--- config.mk ---
export PLATFORM = sky130hd
export DESIGN_NAME = link_cmd_ctrl
export DESIGN_NICKNAME = d
export VERILOG_FILES = /design/src/rtl/link_cmd_pkg.sv /design/src/rtl/link_cmd_decode.sv /design/src/rtl/link_ctl_seq.sv /design/src/rtl/link_cfg_regs.sv /design/src/rtl/link_cmd_ctrl.sv
export SDC_FILE = /design/constraint.sdc
export NUM_CORES = 1
export LEC_CHECK = 0
export BUFFER_PORTS_ARGS = -buffer_cell sky130_fd_sc_hd__buf_2
export CAP_MARGIN = 25
export CORE_UTILIZATION = 35
export DETAILED_ROUTE_END_ITERATION = 8
export PLACE_DENSITY = 0.69
export SETUP_SLACK_MARGIN = 0.05
export SLEW_MARGIN = 25
export SYNTH_ARGS = -nofsm -noshare
export SYNTH_HDL_FRONTEND = slang
export SYNTH_SLANG_ARGS = --single-unit
--- constraint.sdc ---
create_clock -name clk -period 4.25 [get_ports clk]
set_input_delay 0.2125 -clock clk [delete_from_list [all_inputs] [get_ports clk]]
set_output_delay 0.2125 -clock clk [all_outputs]
set_load 0.02 [all_outputs]
--- src/rtl/link_cmd_pkg.sv ---
package link_cmd_pkg;

    localparam int BYTE_W = 8;

    localparam logic [BYTE_W-1:0] CODE_HALT       = 8'h0F;
    localparam logic [BYTE_W-1:0] CODE_RST_CLEAR  = 8'h1E;
    localparam logic [BYTE_W-1:0] CODE_RST_KEEP   = 8'h2D;

    typedef enum logic [1:0] {
        ACT_NONE      = 2'd0,
        ACT_HALT      = 2'd1,
        ACT_RST_CLEAR = 2'd2,
        ACT_RST_KEEP  = 2'd3
    } link_act_e;

    typedef struct packed {
        logic halt;
        logic restart;
        logic wipe;
    } link_ctl_t;

    function automatic link_act_e decode_byte(input logic [BYTE_W-1:0] b);
        case (b)
            CODE_HALT:      return ACT_HALT;
            CODE_RST_CLEAR: return ACT_RST_CLEAR;
            CODE_RST_KEEP:  return ACT_RST_KEEP;
            default:        return ACT_NONE;
        endcase
    endfunction

    function automatic logic is_restart(input link_act_e a);
        return (a == ACT_RST_CLEAR) || (a == ACT_RST_KEEP);
    endfunction

endpackage

--- src/rtl/link_cmd_decode.sv ---
module link_cmd_decode
    import link_cmd_pkg::*;
(
    input  logic              wr_en,
    input  logic [BYTE_W-1:0] wr_data,
    output link_act_e         act
);

    always_comb begin
        if (wr_en) act = decode_byte(wr_data);
        else       act = ACT_NONE;
    end

endmodule

--- src/rtl/link_ctl_seq.sv ---
module link_ctl_seq
    import link_cmd_pkg::*;
(
    input  logic      clk,
    input  logic      rst,
    input  link_act_e act,
    output link_ctl_t ctl
);

    link_ctl_t ctl_q;

    always_ff @(posedge clk) begin
        if (rst) begin
            ctl_q <= '0;
        end else begin
            ctl_q.restart <= is_restart(act);
            ctl_q.wipe    <= (act == ACT_RST_CLEAR);
            case (act)
                ACT_HALT:                    ctl_q.halt <= 1'b1;
                ACT_RST_CLEAR, ACT_RST_KEEP: ctl_q.halt <= 1'b0;
                default:                     ctl_q.halt <= ctl_q.halt;
            endcase
        end
    end

    assign ctl = ctl_q;

    assert_wipe_with_restart_R4: assert property (@(posedge clk) disable iff (rst)
        ctl_q.wipe |-> ctl_q.restart);
    assert_restart_single_R5: assert property (@(posedge clk) disable iff (rst)
        ctl_q.restart |=> !ctl_q.restart);
    assert_restart_unhalts_R4: assert property (@(posedge clk) disable iff (rst)
        ctl_q.restart |-> !ctl_q.halt);
    assert_halt_needs_strobe_R9: assert property (@(posedge clk) disable iff (rst)
        (!$past(rst) && $past(act) == ACT_NONE) |-> $stable(ctl_q.halt));

endmodule

--- src/rtl/link_cfg_regs.sv ---
module link_cfg_regs #(
    parameter int                SW_W       = 8,
    parameter int                MODE_W     = 2,
    parameter int                CNT_W      = 10,
    parameter logic [MODE_W-1:0] MODE_INIT  = '0,
    parameter logic [CNT_W-1:0]  COUNT_INIT = CNT_W'(512)
) (
    input  logic              clk,
    input  logic              rst,
    input  logic              reload,
    input  logic [SW_W-1:0]   sw_io,
    input  logic              cfg_wr,
    input  logic [MODE_W-1:0] mode_in,
    input  logic [CNT_W-1:0]  count_in,
    output logic [SW_W-1:0]   io_cfg,
    output logic [MODE_W-1:0] tx_mode,
    output logic [CNT_W-1:0]  io_count
);

    logic [SW_W-1:0]   io_q;
    logic [MODE_W-1:0] mode_q;
    logic [CNT_W-1:0]  cnt_q;
    logic              reload_d;

    always_ff @(posedge clk) begin
        if (rst || reload) io_q <= sw_io;
    end

    always_ff @(posedge clk) begin
        if (rst) reload_d <= 1'b0;
        else     reload_d <= reload;
    end

    always_ff @(posedge clk) begin
        if (rst) begin
            mode_q <= MODE_INIT;
            cnt_q  <= COUNT_INIT;
        end else if (cfg_wr) begin
            mode_q <= mode_in;
            cnt_q  <= count_in;
        end
    end

    assign io_cfg   = io_q;
    assign tx_mode  = mode_q;
    assign io_count = cnt_q;

    assert_cfg_only_on_reload_R7: assert property (@(posedge clk) disable iff (rst)
        (!$past(rst) && !reload_d) |-> $stable(io_q));
    assert_mode_only_on_write_R8: assert property (@(posedge clk) disable iff (rst)
        (!$past(rst) && !$past(cfg_wr)) |-> ($stable(mode_q) && $stable(cnt_q)));

endmodule

--- src/rtl/link_cmd_ctrl.sv ---
module link_cmd_ctrl
    import link_cmd_pkg::*;
#(
    parameter int                SW_W       = 8,
    parameter int                MODE_W     = 2,
    parameter int                CNT_W      = 10,
    parameter logic [MODE_W-1:0] MODE_INIT  = '0,
    parameter logic [CNT_W-1:0]  COUNT_INIT = CNT_W'(512)
) (
    input  logic              clk,
    input  logic              rst,
    input  logic              wr_en,
    input  logic [7:0]        wr_data,
    input  logic [SW_W-1:0]   sw_io,
    input  logic              cfg_wr,
    input  logic [MODE_W-1:0] mode_in,
    input  logic [CNT_W-1:0]  count_in,
    output logic              tx_halt,
    output logic              link_rst,
    output logic              clear_io,
    output logic              halted,
    output logic [SW_W-1:0]   io_cfg,
    output logic [MODE_W-1:0] tx_mode,
    output logic [CNT_W-1:0]  io_count
);

    link_act_e act;
    link_ctl_t ctl;

    link_cmd_decode u_dec (
        .wr_en   (wr_en),
        .wr_data (wr_data),
        .act     (act)
    );

    link_ctl_seq u_seq (
        .clk (clk),
        .rst (rst),
        .act (act),
        .ctl (ctl)
    );

    link_cfg_regs #(
        .SW_W       (SW_W),
        .MODE_W     (MODE_W),
        .CNT_W      (CNT_W),
        .MODE_INIT  (MODE_INIT),
        .COUNT_INIT (COUNT_INIT)
    ) u_cfg (
        .clk      (clk),
        .rst      (rst),
        .reload   (is_restart(act)),
        .sw_io    (sw_io),
        .cfg_wr   (cfg_wr),
        .mode_in  (mode_in),
        .count_in (count_in),
        .io_cfg   (io_cfg),
        .tx_mode  (tx_mode),
        .io_count (io_count)
    );

    assign tx_halt  = ctl.halt;
    assign halted   = ctl.halt;
    assign link_rst = ctl.restart;
    assign clear_io = ctl.wipe;

endmodule

# Word level (Yosys, flattened, before mapping)
# Cells that the tools add are included.
dict set report classes {
  n_eq_ne 6
  n_reduce_logical 4
  muxes 3
}
# op count
set ops {}
lappend ops {{8-bit by 4-bit == test with 1-bit output (second input constant)} 1}
lappend ops {{8-bit by 5-bit == test with 1-bit output (second input constant)} 1}
lappend ops {{8-bit by 6-bit == test with 1-bit output (second input constant)} 1}
lappend ops {{2-bit one-hot mux with 3 select lines} 1}
lappend ops {{2-bit == test (second input constant)} 2}
lappend ops {{2-bit by 1-bit == test with 1-bit output (second input constant)} 1}
lappend ops {{1-bit logical OR} 2}
lappend ops {{2-bit 2-to-1 mux} 1}
lappend ops {{1-bit one-hot mux with 2 select lines} 1}
lappend ops {{2-bit nonzero test} 1}
lappend ops {{2-bit OR reduction} 1}
dict set report totals {
  out_inout_bits 24
  register_bits 23
}

# Depth between registers and ports, before layout
dict set report depth {
  word_depth 6
  depth_mapped 3
  ltp_nobuf 3
}

# Modules after synthesis
# A second synthesis with hierarchy kept.
dict set report hier_totals {
  hier_cells 63
  hier_area_um2 863.3
}
# module area_each_um2 n_inst seq_area_each_um2 cells_per_inst
set modules_own_cells {}
lappend modules_own_cells {link_cfg_regs 669.4 1 480.5 47}
lappend modules_own_cells {link_ctl_seq 96.3 1 60.1 7}
lappend modules_own_cells {link_cmd_decode 86.3 1 0.0 7}
lappend modules_own_cells {link_cmd_ctrl 11.3 1 0.0 2}

# Least setup slack after synthesis
# Ideal clock, no wire load.
dict set report synth_timing {
  path_kind {input -> register}
  from {in wr_data[6]}
  to {reg u_cfg.io_q[0] (netlist: u_cfg.io_cfg[0]), enable pin}
  path_stages 3
  t_arrival_ns 1.201
  required_time_ns 3.866
  setup_slack_ns 2.665
  n_path_buf 0
  cell_sequence {and4bb_1 > nand2_1 > o21ai_0}
}
dict set report synth_via {
  elab_chain_cells 6
}
# element line_no
set synth_lines {}
lappend synth_lines {{start: declaration} link_cmd_ctrl.sv:13} ;# input logic [7:0] wr_data,
lappend synth_lines {{8-bit by 6-bit == test with 1-bit output (tied with other cells)} link_cmd_pkg.sv:23} ;# case (b)
lappend synth_lines {{2-bit one-hot mux with 3 select lines *} link_cmd_pkg.sv:23}
lappend synth_lines {{2-bit 2-to-1 mux *} link_cmd_decode.sv:10} ;# if (wr_en) act = decode_byte(wr_data);
lappend synth_lines {{2-bit == test} link_cmd_pkg.sv:32} ;# return (a == ACT_RST_CLEAR) || (a == ACT_RST_KEEP);
lappend synth_lines {{1-bit logical OR *} link_cmd_pkg.sv:32}
lappend synth_lines {{1-bit logical OR *} link_cfg_regs.sv:26} ;# if (rst || reload) io_q <= sw_io;
lappend synth_lines {{end signal: assignment} link_cfg_regs.sv:26}
lappend synth_lines {{end: declaration} link_cfg_regs.sv:20} ;# logic [SW_W-1:0] io_q;
# Mark *: on every way between the ends. The rest lies on a longest branch, timed or not.
# A chain may end at the register's enable or synchronous reset.

# Worst setup path after layout
dict set report layout_timing {
  from {in wr_data[6]}
  to {reg u_cfg.io_q[3] (netlist: u_cfg.io_cfg[3]), enable pin}
}
# The elaborated chain is that of the path after synthesis.

==> run metrics <==
DRC viols 0; clock tree from TritonCTS done; Worst IR Drop VDD 0.197 mV; post-synth top area cell dfxtp_1; fmax 0.780 GHz; clock tree sinks 23; hold buffer count at cts 0; DR WL/cell 9.96 um; grt total ovfl 0; flops & latches, synth 23; final setup violation count 0; initial antenna violation count 0; Initial Util 37.2%; top cells by instance count after synthesis dfxtp_1 (15), mux2i_1 (12), nor2_1 (12); Syn-to-layout area delta 38.1%; largest net degree at the start of global routing 15; Setup TNS 0 ps; input/output buffers 55; Slew @ Worst Pin 647 ps; WP data required 4200 ps; Post-Synth XOR/XNOR Area 1.06%; root buffer selected by CTS clkbuf_4; status complete, no violations; crit path max fanout 8; register area share after synthesis 65.7%; first drt pass iteration count 4; syn nets 96; Worst Hold Class input pin to register; mux contribution to synthesized area 14.6%; Synth top area share 36.5%; Post-synth ARST share 0%; ranking of synthesized cells by area dfxtp_1 (36%), edfxtp_1 (29%), mux2i_1 (15%); GRT Total Usage 12.8%; Period minus WS final 1280 ps; Compound-Gate Fraction of Synth Area 4.10%; Placer Congestion 0.645; clock buffer depth 2; layout cell share with drive strength beyond 1 49.2%; top-count cell post-synth dfxtp_1; placed wire-length estimate 1200 um; part of the cycle the worst path needs 30.2%; CTS H-tree lvls 1; Post-CTS Resized 0; area of the multi-input gates 255 um2; fillers 228; clock skew 0 ps; vias in the first global route 607; top sig layer met4; mapped cell area 823 um2; P_leak 0.593 nW; worst rel slew slack 56.6%; core area 2210 um2; routed wl met2 752 um; Post-CTS Setup Bufs 0; Crit path arrival time 1230 ps; simple-gate share of the synthesized area 11.2%; number of flops mapped to enable cells by yosys 8; max cap viols 0; Detailed Route Iter0 Violations 5; CP Launch Type input pin; Post-Synth Adder-Cell Area 0%; syn avg cell area 12.9 um2; I/O pin count 56; met3 wire len 97 um; Synth cell types 18; antenna-violating nets left 0; storage element area 541 um2; Die Area 2550 um2; die width 50.5 um; combinational family with the most area after synthesis multiplexers; first-pass GRT wire length 2350 um; Mapped Cells 64; total wire length 1470 um; vias per cell 4.44; Hold WS 84.0 ps; die height 50.5 um; final net count 153; Core Rows 17; Primary FF master, synth dfxtp_1; WL met1 608 um; via count 657; critical path class input pin to register; Pwr Density 354 nW/um2; Synth Warn # 0; Final Slew Violations 0; Clock Latency Late Sink 290 ps; clock-pin slew on the worst setup and hold paths 120 ps; CP Capture Type register; final hold vios 0; ANT cells 0; RSZ-0062 raised after global routing false; TritonCTS Buffers 3
## power by group
| group | internal (mW) | switching, mW |
|---|---|---|
| sequential | 0.241 | 0.00407 |
| clock | 0.0350 | 0.0592 |
| combinational | 0.0270 | 0.0363 |
| total | 0.303 | 0.0995 |
## metrics by stage
| stage | power (mW) | cell area, um2 | worst slack, ps | instances | utilization [%] |
|---|---|---|---|---|---|
| finish | 0.403 | 1140 | 2970 | 148 | 51.4 |
| global route | 0.427 | 1140 | 2860 | 148 | 51.4 |
| CTS | 0.410 | 1140 | 2680 | 148 | 51.4 |
| detailed placement | 0.314 | 1110 | 2340 | 144 | 50.2 |
| global placement | 0.313 | 1110 | 2390 | 144 | 50.2 |
| floorplan | 0.286 | 823 | 2660 | 64 | - |
## placed cells by master (no fill, tap or decap)
master | Yosys | final
a41o_1 | 1 | 1
clkinv_2 | 0 | 1
xor2_1 | 1 | 1
a32oi_1 | 1 | 1
nand2_1 | 2 | 2
clkbuf_4 | 0 | 3
o21ai_1 | 0 | 1
and4bb_1 | 1 | 1
nor2b_1 | 2 | 2
mux2i_1 | 12 | 12
nor2_1 | 12 | 12
nand3_1 | 1 | 1
o211a_1 | 1 | 1
nor3_1 | 2 | 2
dfxtp_1 | 15 | 15
inv_1 | 1 | 1
buf_2 | 1 | 55
edfxtp_1 | 8 | 8
## cell type report
type	instances	area share (%)
Sequential cell	23	47.5
Clock inverter	1	0.440
Timing Repair Buffer	55	24.2
Clock buffer	3	1.98
Inverter	1	0.330
Multi-Input combinational cell	37	22.4
Tap cell	28	3.08
## layer usage
layer | vias to the layer above | global-route usage (%)
li1 | 337 | -
met1 | 290 | 14.2
met2 | 28 | 21.3
met3 | 2 | 3.64
met4 | 0 | 8.33
met5 | - | 0
## cells by family after synthesis
| logic type | after synthesis |
|---|---|
| compound gates | 4 |
| simple gates | 20 |
| xor+xnor | 1 |
| mux | 12 |
| flops | 23 |
| buf+inv | 4 |
## worst max-delay path, stage by stage
cell	delay [ps]
buf_2	90
and4bb_1	280
nand2_1	100
o21ai_1	530
## final timing paths
| path | startpoint | depth (start not counted) | to | slack (ps) |
|---|---|---|---|---|
| worst min register to register | u_cfg.io_count[9] | 2 | u_cfg.io_count[9] | 480 |
| worst max-delay path | wr_data[6] | 4 | u_cfg.io_cfg[3] | 2970 |
| worst min-delay path | sw_io[2] | 1 | u_cfg.io_cfg[2] | 80 |
| worst max register to register | u_seq.ctl[2] | 2 | u_seq.ctl[2] | 3480 |
## registers in the layout, indices dropped and copies added (netlist names)
| signal | cells |
|---|---|
| u_cfg.io_cfg | 8 |
| u_cfg.io_count | 10 |
| u_cfg.tx_mode | 2 |
| u_seq.ctl | 3 |
No activity file was read; power rests on OpenSTA's default activity.
